==> src/rtl/glyph_pkg.sv <==
package glyph_pkg;
  localparam int unsigned DOT_W  = 5;
  localparam int unsigned CODE_W = 8;
  localparam int unsigned ROW_AW = 3;
  localparam int unsigned SEL_W  = 3;
  localparam int unsigned PAT_AW = SEL_W + ROW_AW;
  localparam int unsigned PAT_D  = 1 << PAT_AW;
  localparam int unsigned PWM_W  = 2;

  typedef logic [DOT_W-1:0] dots_t;

  // duty in scan ticks out of 4; code 00 is full on
  function automatic logic [PWM_W:0] duty_of(logic [PWM_W-1:0] br);
    return (PWM_W+1)'(1 << PWM_W) - {1'b0, br};
  endfunction
endpackage

==> src/rtl/glyph_pat_ram.sv <==
module glyph_pat_ram
  import glyph_pkg::*;
(
  input  logic              clk_i,
  input  logic              rst_ni,
  input  logic              we_i,
  input  logic [PAT_AW-1:0] waddr_i,
  input  dots_t             wdata_i,
  input  logic [PAT_AW-1:0] raddr_i,
  output dots_t             rdata_o
);
  dots_t mem_q [PAT_D];

  always_ff @(posedge clk_i) begin
    if (we_i) mem_q[waddr_i] <= wdata_i;
  end

  assign rdata_o = mem_q[raddr_i];


  pat_write_chk: assert property (@(posedge clk_i) disable iff (!rst_ni)
    we_i |=> mem_q[$past(waddr_i)] == $past(wdata_i));
endmodule

==> src/rtl/glyph_blink_div.sv <==
module glyph_blink_div #(
  parameter int unsigned BLINK_HALF = 25_000_000
) (
  input  logic clk_i,
  input  logic rst_ni,
  output logic phase_o
);
  localparam int unsigned CW = (BLINK_HALF > 1) ? $clog2(BLINK_HALF) : 1;
  localparam logic [CW-1:0] LAST = CW'(BLINK_HALF - 1);

  logic [CW-1:0] cnt_q;
  logic          phase_q;

  always_ff @(posedge clk_i or negedge rst_ni) begin
    if (!rst_ni) begin
      cnt_q   <= '0;
      phase_q <= 1'b0;
    end else if (cnt_q == LAST) begin
      cnt_q   <= '0;
      phase_q <= ~phase_q;
    end else begin
      cnt_q <= cnt_q + 1'b1;
    end
  end

  assign phase_o = phase_q;


  phase_hold_chk: assert property (@(posedge clk_i) disable iff (!rst_ni)
    (cnt_q != LAST) |=> $stable(phase_q));
endmodule

==> src/rtl/glyph_dim_pwm.sv <==
module glyph_dim_pwm
  import glyph_pkg::*;
(
  input  logic             clk_i,
  input  logic             rst_ni,
  input  logic             tick_i,
  input  logic [PWM_W-1:0] bright_i,
  output logic             on_o
);
  logic [PWM_W-1:0] cnt_q;

  always_ff @(posedge clk_i or negedge rst_ni) begin
    if (!rst_ni)     cnt_q <= '0;
    else if (tick_i) cnt_q <= cnt_q + 1'b1;
  end

  assign on_o = {1'b0, cnt_q} < duty_of(bright_i);


  pwm_hold_chk: assert property (@(posedge clk_i) disable iff (!rst_ni)
    !tick_i |=> $stable(cnt_q));
endmodule

==> src/rtl/glyph_row_gen.sv <==
module glyph_row_gen
  import glyph_pkg::*;
#(
  parameter int unsigned BLINK_HALF = 25_000_000
) (
  input  logic              clk_i,
  input  logic              rst_ni,
  input  logic              pat_we_i,
  input  logic [PAT_AW-1:0] pat_waddr_i,
  input  logic [DOT_W-1:0]  pat_wdata_i,
  input  logic [CODE_W-1:0] code_i,
  input  logic [ROW_AW-1:0] row_i,
  input  logic              cur_here_i,
  input  logic              disp_on_i,
  input  logic              cur_on_i,
  input  logic              blink_on_i,
  input  logic [PWM_W-1:0]  bright_i,
  input  logic              scan_tick_i,
  output logic [CODE_W-1:0] font_code_o,
  output logic [ROW_AW-1:0] font_row_o,
  input  logic [DOT_W-1:0]  font_data_i,
  output logic [DOT_W-1:0]  row_o,
  output logic              row_en_o
);
  localparam logic [ROW_AW-1:0] CUR_ROW = ROW_AW'((1 << ROW_AW) - 1);
  localparam dots_t             ALL_ON  = '1;

  dots_t ram_dots;
  logic  phase;
  logic  pwm_on;
  logic  user_glyph;
  dots_t base_dots, fx_dots, nxt_dots;
  logic  nxt_en;

  assign font_code_o = code_i;
  assign font_row_o  = row_i;
  assign user_glyph  = (code_i[CODE_W-1:CODE_W-4] == '0);

  glyph_pat_ram u_ram (
    .clk_i   (clk_i),
    .rst_ni  (rst_ni),
    .we_i    (pat_we_i),
    .waddr_i (pat_waddr_i),
    .wdata_i (pat_wdata_i),
    .raddr_i ({code_i[SEL_W-1:0], row_i}),
    .rdata_o (ram_dots)
  );

  glyph_blink_div #(.BLINK_HALF(BLINK_HALF)) u_blink (
    .clk_i   (clk_i),
    .rst_ni  (rst_ni),
    .phase_o (phase)
  );

  glyph_dim_pwm u_pwm (
    .clk_i    (clk_i),
    .rst_ni   (rst_ni),
    .tick_i   (scan_tick_i),
    .bright_i (bright_i),
    .on_o     (pwm_on)
  );

  always_comb begin
    base_dots = user_glyph ? ram_dots : font_data_i;
    fx_dots   = base_dots;
    if (cur_on_i && cur_here_i && (row_i == CUR_ROW)) fx_dots = fx_dots | ALL_ON;
    if (blink_on_i && cur_here_i && phase)            fx_dots = ALL_ON;
    nxt_en   = disp_on_i && pwm_on;
    nxt_dots = nxt_en ? fx_dots : '0;
  end

  always_ff @(posedge clk_i or negedge rst_ni) begin
    if (!rst_ni) begin
      row_o    <= '0;
      row_en_o <= 1'b0;
    end else begin
      row_o    <= nxt_dots;
      row_en_o <= nxt_en;
    end
  end


  disp_off_blank_chk: assert property (@(posedge clk_i) disable iff (!rst_ni)
    !$past(disp_on_i) |-> (row_o == '0) && !row_en_o);

  dots_need_en_chk: assert property (@(posedge clk_i) disable iff (!rst_ni)
    (row_o != '0) |-> row_en_o);

  cursor_bar_chk: assert property (@(posedge clk_i) disable iff (!rst_ni)
    (disp_on_i && pwm_on && cur_on_i && cur_here_i && row_i == CUR_ROW)
      |=> row_o == ALL_ON);
endmodule

==> config.mk <==
export PLATFORM = sky130hd
export DESIGN_NAME = glyph_row_gen
export DESIGN_NICKNAME = d
export VERILOG_FILES = /design/src/rtl/glyph_pkg.sv /design/src/rtl/glyph_pat_ram.sv /design/src/rtl/glyph_blink_div.sv /design/src/rtl/glyph_dim_pwm.sv /design/src/rtl/glyph_row_gen.sv
export SDC_FILE = /design/constraint.sdc
export NUM_CORES = 1
export LEC_CHECK = 0
export BUFFER_PORTS_ARGS = -buffer_cell sky130_fd_sc_hd__buf_2
export CORE_ASPECT_RATIO = 1.1
export CORE_MARGIN = 8
export CORE_UTILIZATION = 51
export DETAILED_ROUTE_END_ITERATION = 7
export GPL_ROUTABILITY_DRIVEN = 0
export HOLD_SLACK_MARGIN = 0.15
export PLACE_DENSITY = 0.77
export SKIP_LAST_GASP = 1
export SYNTH_ARGS = -nofsm -noshare
export SYNTH_HDL_FRONTEND = slang
export SYNTH_SLANG_ARGS = --single-unit
==> constraint.sdc <==
create_clock -name clk_i -period 1.8 [get_ports clk_i]
set_input_delay 0.09 -clock clk_i [delete_from_list [all_inputs] [get_ports clk_i]]
set_output_delay 0.09 -clock clk_i [all_outputs]
set_load 0.05 [all_outputs]
==> results.cfg, run 1 <==
[critical_path]
cp.required_ps = 2200
crit_top_cell = mux4_2
cp.buffers_inverters = 0
crit_chain = mux4_2 > mux4_2 > nand2_2 > o311a_1 > nor3_1
crit_type = reg -> reg
slowest_delay_ps = 520
critPathSlowestCell = mux4_2
worst_ep_arrival_time_ps = 2230
cp_top_family = multiplexers
timing.critical_path.fanout_max = 1
endpoint_kind = register
startpoint_type = register

[clocking]
cts_made_buffers = 36
cts_tree = yes
cts.sinks = 354
htreeDepth = 2
post-cts-setup-buffers = 0
clkLatencyLatePin_ps = 520
path_clk_slew_ps = 60
cts_max_path_buffers = 3
clockRootBuffer = clkbuf_16

[die]
start_util_pct = 51.57
die_area_mm2 = 0.03456
die_w_um = 178.0
io_pins = 54
rows = 65
die_y_um = 194.2
coreArea_mm2 = 0.02855

[sta]
tightest_slew_ps = 800.1
drv_slew = 0
fin_hold_ws_ps = 178.7
slew_headroom_pct = 46.66
finalHoldViolCount = 0
grt_setup_unrepaired = yes
setup_viol = 2
fin_worst_skew_ps = 24.49
fin_crit_sh_pct = 102.0
fmax_mhz = 544.4
tns_ps = -63.50
period_minus_slack_ps = 1837
setup_ws_ps = -36.73

[power_and_ir_drop]
leakagePower_nw = 6.267
p_per_area_mw_per_mm2 = 997.4
ir_drop_v = 0.0007667
p_total_mw = 17.57

[global_routing]
antenna_found_initial = 0
grt_max_degree = 65
track_usage_pct = 19.84
grt_pass1_vias = 8606
grt_pass1_wl_um = 51670
gr-total-overflow = 0

[logic_synthesis]
yosysUniqueCellTypes = 62
synth_area_leaders = edfxtp_1 65%, mux4_2 6.0%, dfrtp_1 5.8%
ys_ff_latch = 354
yosysWarningCount = 0
synthArstFlopShare_pct = 9.605
ys_top_cells_by_count = 320 x edfxtp_1, 98 x nor2_1, 39 x mux4_2
postSynthCellCount = 851
synth_edf_count = 320
yosysSeqAreaShare_pct = 71.06
ys.flop_type = edfxtp_1
syn_avg_cell_area_um2 = 17.30
synth.most_common_cell = edfxtp_1
synth.net_count = 891
synth_top_area_share_pct = 65.28
yosysTopAreaCell = edfxtp_1
syn_area_mm2 = 0.01472

[detailed_routing]
met3_length_um = 3265
drt_iter0_drc = 999
via_per_inst = 5.914
routedWlPerCell_um = 23.65
dr.pass1.iters = 5
wl_um = 34340
via_count = 8587
top_layer_used = met4
drtAntennaViolNets = 0
wl_met1_um = 13640
drc = 0
route.met2.wl_um = 16560

[placement]
dp_hpwl_um = 22540
io_buffers = 51
dp_slack_ps = -437.4
dpl_cell_area_mm2 = 0.01626
dp.cells = 1371

[flow_run]
cap_violations = 0

[layout]
design_area_mm2 = 0.01761
areaGrowthSynthToFinish_pct = 19.64
fin_util_pct = 61.70
layout.cells.non_filler = 1452
nNetsFinal = 1098
fill_cells = 1962
n_antenna_cell = 0
multiInputGateArea_mm2 = 0.003840
ff_latch_area_mm2 = 0.01046
drive_above_1_share_pct = 31.83

[min_path]
hp-class = in -> reg

[status]
violations = negative setup slack
status = finished, violations left
[sequential cells by signal, indices dropped and copies added (netlist names)]
register         count
u_ram.mem_q        320
u_blink.cnt_q       25
row_o                5
u_pwm.cnt_q          2
row_en_o             1
u_blink.phase_o      1
[what timing repair did]
item	4_1_cts	5_1_grt
endpoints found under the setup margin	5	16
resized for setup	8	13
pin swaps	7	5
hold buffers	18	0
hold endpoints to repair	280	0
[report_power, final]
part           internal, mW  switching (mW)  total, mW
Combinational         0.508           0.785       1.29
Clock                  4.16            3.00       7.15
Sequential             9.06          0.0573       9.12
Total                  13.7            3.84       17.6
[logic make-up after synthesis]
kind of cell,synth area share [%]
DFF,71.06
buffers and inverters,3.102
AOI/OAI and AO/OA,3.238
muxes,13.05
and+or+nand+nor,7.990
xor gates and xnor gates,1.309
adders and majority gates,0.2550
[worst register-to-register path: cells and delay by family, from the launching register on]
kind	cells	cell delay (ps)
flops	1	360
compound gates	1	210
mux	2	1010
simple gates	2	140
[layer usage]
metal  vias to the layer above  global-route usage, %
met5                         -                      0
met4                         0                  5.686
met3                        70                  4.090
met2                       479                  31.94
met1                      4287                  26.89
li1                       3751                      -
[placed cells by master (no fill, tap or decap), types with 13 or more instances in the layout]
| cell | count |
|---|---|
| edfxtp_1 | 320 |
| buf_4 | 142 |
| nor2_1 | 98 |
| buf_2 | 50 |
| mux4_2 | 46 |
| clkbuf_16 | 38 |
| mux2i_1 | 37 |
| dfrtp_1 | 34 |
| nand2_1 | 23 |
| nor2b_1 | 23 |
| mux2_2 | 20 |
| dlygate4sd3_1 | 18 |
| xnor2_1 | 15 |
| a211oi_1 | 13 |
[final cells by class]
cell class | count | share of cell area, %
Clock buffer | 45 | 5.548
Clock inverter | 19 | 0.9165
Inverter | 6 | 0.1279
Multi-Input combinational cell | 440 | 21.80
Sequential cell | 354 | 59.39
Tap cell | 368 | 2.614
Timing Repair Buffer | 220 | 9.598
[worst paths after layout]
kind / depth (start not counted) / to / start / slack, ps
setup / recovery: 5 / row_o[4] / u_ram.mem_q[63][4] / -40
hold / removal: 3 / u_ram.mem_q[49][1] / pat_waddr_i[1] / 180
setup reg to reg: 5 / row_o[4] / u_ram.mem_q[63][4] / -40
hold reg to reg: 1 / u_pwm.cnt_q[1] / u_pwm.cnt_q[1] / 480
max in group asynchronous: 2 / row_o[1] / rst_ni / 1090
min in group asynchronous: 2 / u_blink.cnt_q[12] / rst_ni / 190
No activity file was read; power rests on OpenSTA's default activity.
==> run 2, diff against run 1 <==
- BUFFER_PORTS_ARGS: -buffer_cell sky130_fd_sc_hd__buf_2 -> default
- DONT_BUFFER_PORTS: default -> 1
- PLACE_DENSITY: 0.77 -> 0.76
==> run 2 against run 1 <==
Effect of this change:
- largest cell class unchanged
- clock skew is 16 ps lower
- largest power group unchanged
- the run ends with negative hold slack, negative setup slack left
- register-to-register slack lost 20 ps
- non-clock buffer count shrank 104
- die area did not move
- sequential share of layout area grew 2.2 points
- cell area is 3.5% lower
- worst setup slack lost 22 ps
==> results.cfg, run 2 (synthesized netlist as in run 1, its figures left out) <==
[clocking]
cts_tree = yes
post-cts-setup-buffers = 0
cts.sinks = 354
htreeDepth = 2
clockRootBuffer = clkbuf_16
clkLatencyLatePin_ps = 510
path_clk_slew_ps = 60
cts_max_path_buffers = 3
cts_made_buffers = 36
cts_hold_buf = 29

[detailed_routing]
drc = 0
drt_iter0_drc = 917
routedWlPerCell_um = 23.63
drtAntennaViolNets = 0
wl_um = 31860
via_per_inst = 6.019
dr.pass1.iters = 5
via_count = 8113

[min_path]
hp-class = in -> reg

[critical_path]
crit_type = reg -> reg
timing.critical_path.fanout_max = 1
r2r_setup_slack_ps = -60
cp.required_ps = 2200
worst_ep_arrival_time_ps = 2260
startpoint_type = register
endpoint_kind = register

[die]
start_util_pct = 51.57
io_pins = 54
coreArea_mm2 = 0.02855
die_area_mm2 = 0.03456
die_y_um = 194.2
rows = 65
die_w_um = 178.0

[global_routing]
grt_max_degree = 123
grt_pass1_vias = 8339
gr-total-overflow = 0
track_usage_pct = 18.49
grt_use_met3_pct = 4.051
busiest_layer = met2
grtUsageMet2_pct = 29.06
grt_use_met1_pct = 25.68
grt_pass1_wl_um = 49000
antenna_found_initial = 1

[sta]
fin_hold_ws_ps = -181.7
slew_headroom_pct = 12.01
grt_setup_unrepaired = yes
finalHoldViolCount = 5
setup_viol = 3
setup_ws_ps = -58.24
drv_slew = 0
tns_ps = -127.4
fmax_mhz = 538.1
tightest_slew_ps = 1303
fin_crit_sh_pct = 103.2
fin_worst_skew_ps = 8.183
period_minus_slack_ps = 1858

[layout]
fin_util_pct = 59.53
areaGrowthSynthToFinish_pct = 15.44
final_common_cell = edfxtp_1
drive_above_1_share_pct = 23.70
top_register = u_ram.mem_q
reg_top3 = u_ram.mem_q: 320 flops, u_blink.cnt_q: 25 flops, row_o: 5 flops
largest_reg_flops = 320
layout.cells.most_common_list = 320 x edfxtp_1, 98 x nor2_1, 86 x buf_4, 42 x mux4_2, 37 x clkbuf_16
nNetsFinal = 994

[power_and_ir_drop]
leakagePower_nw = 5.802
p_per_area_mw_per_mm2 = 1004
ir_drop_v = 0.0007299

[status]
violations = negative hold slack, negative setup slack
status = finished, violations left

[placement]
dp_hpwl_um = 19260
io_buffers = 0

[flow_run]
cap_violations = 0
run 2: cell count changes in the layout (fill, tap and decap cells not counted), moves of 3 or more:
cell           delta
buf_4            -56
buf_2            -50
nor3_2            +3
mux4_2            -4
buf_16            +5
clkinvlp_4        -4
dlygate4sd3_1     +4
buf_12            -7
clkbuf_1          +5
mux4_1            +4
nor3_1            -3
run 2: report_power, final:
| group | total [mW] | internal, mW | leakage, nW | switching (mW) |
|---|---|---|---|---|
| sequential | 9.20 | 9.06 | 3.33 | 0.145 |
| combinational | 0.848 | 0.415 | 1.94 | 0.433 |
| clock | 7.01 | 4.07 | 0.536 | 2.94 |
| total | 17.1 | 13.5 | 5.80 | 3.52 |
run 2: stage by stage:
stage	cell area, um2	total power, mW	setup WS, ps	std cells
global placement	15400	9.944	-128.1	1255
floorplan	14720	9.992	46.45	851
finish	16990	17.06	-58.24	1348
CTS	16930	17.15	-50.06	1346
global route	16990	17.56	-98.02	1348
detailed placement	15400	9.962	-151.6	1255
run 2: worst paths after layout:
path / startpoint / to / cells after the start
setup / recovery: u_ram.mem_q[60][4] / row_o[4] / 5
hold / removal: code_i[2] / row_o[3] / 2
min in group asynchronous: rst_ni / row_o[0] / 4
setup reg to reg: u_ram.mem_q[60][4] / row_o[4] / 5
hold reg to reg: u_pwm.cnt_q[1] / u_pwm.cnt_q[1] / 1
max in group asynchronous: rst_ni / u_blink.cnt_q[0] / 4
run 2: worst max-delay path, stage by stage, from the launching register on:
cell and delay, ps:
edfxtp_1 380, mux4_2 490, mux4_2 540, nand2_4 100, o311a_4 190, nor3_2 40
run 2: what timing repair did:
item                                   4_1_cts  5_1_grt
cloned                                       0        1
pin swaps                                    6        6
endpoints found under the hold margin      443        5
gates resized for setup                     14       12
setup endpoints to repair                    4       17
run 2: cell type report:
class | count | area, um2
Tap cell | 368 | 460.4
Inverter | 6 | 22.52
Fill cell | 2046 | 11550
Sequential cell | 354 | 10460
Timing Repair Buffer | 116 | 1055
Multi-Input combinational cell | 440 | 3902
Clock inverter | 14 | 120.1
Antenna cell | 1 | 2.502
Clock buffer | 49 | 970.9
run 2: routing by layer:
layer / share of wire (%) / vias to the layer above
met2: 49 / 361
met5: 0 / -
met4: 2.0 / 0
li1: - / 3547
met1: 40 / 4154
met3: 8.9 / 51
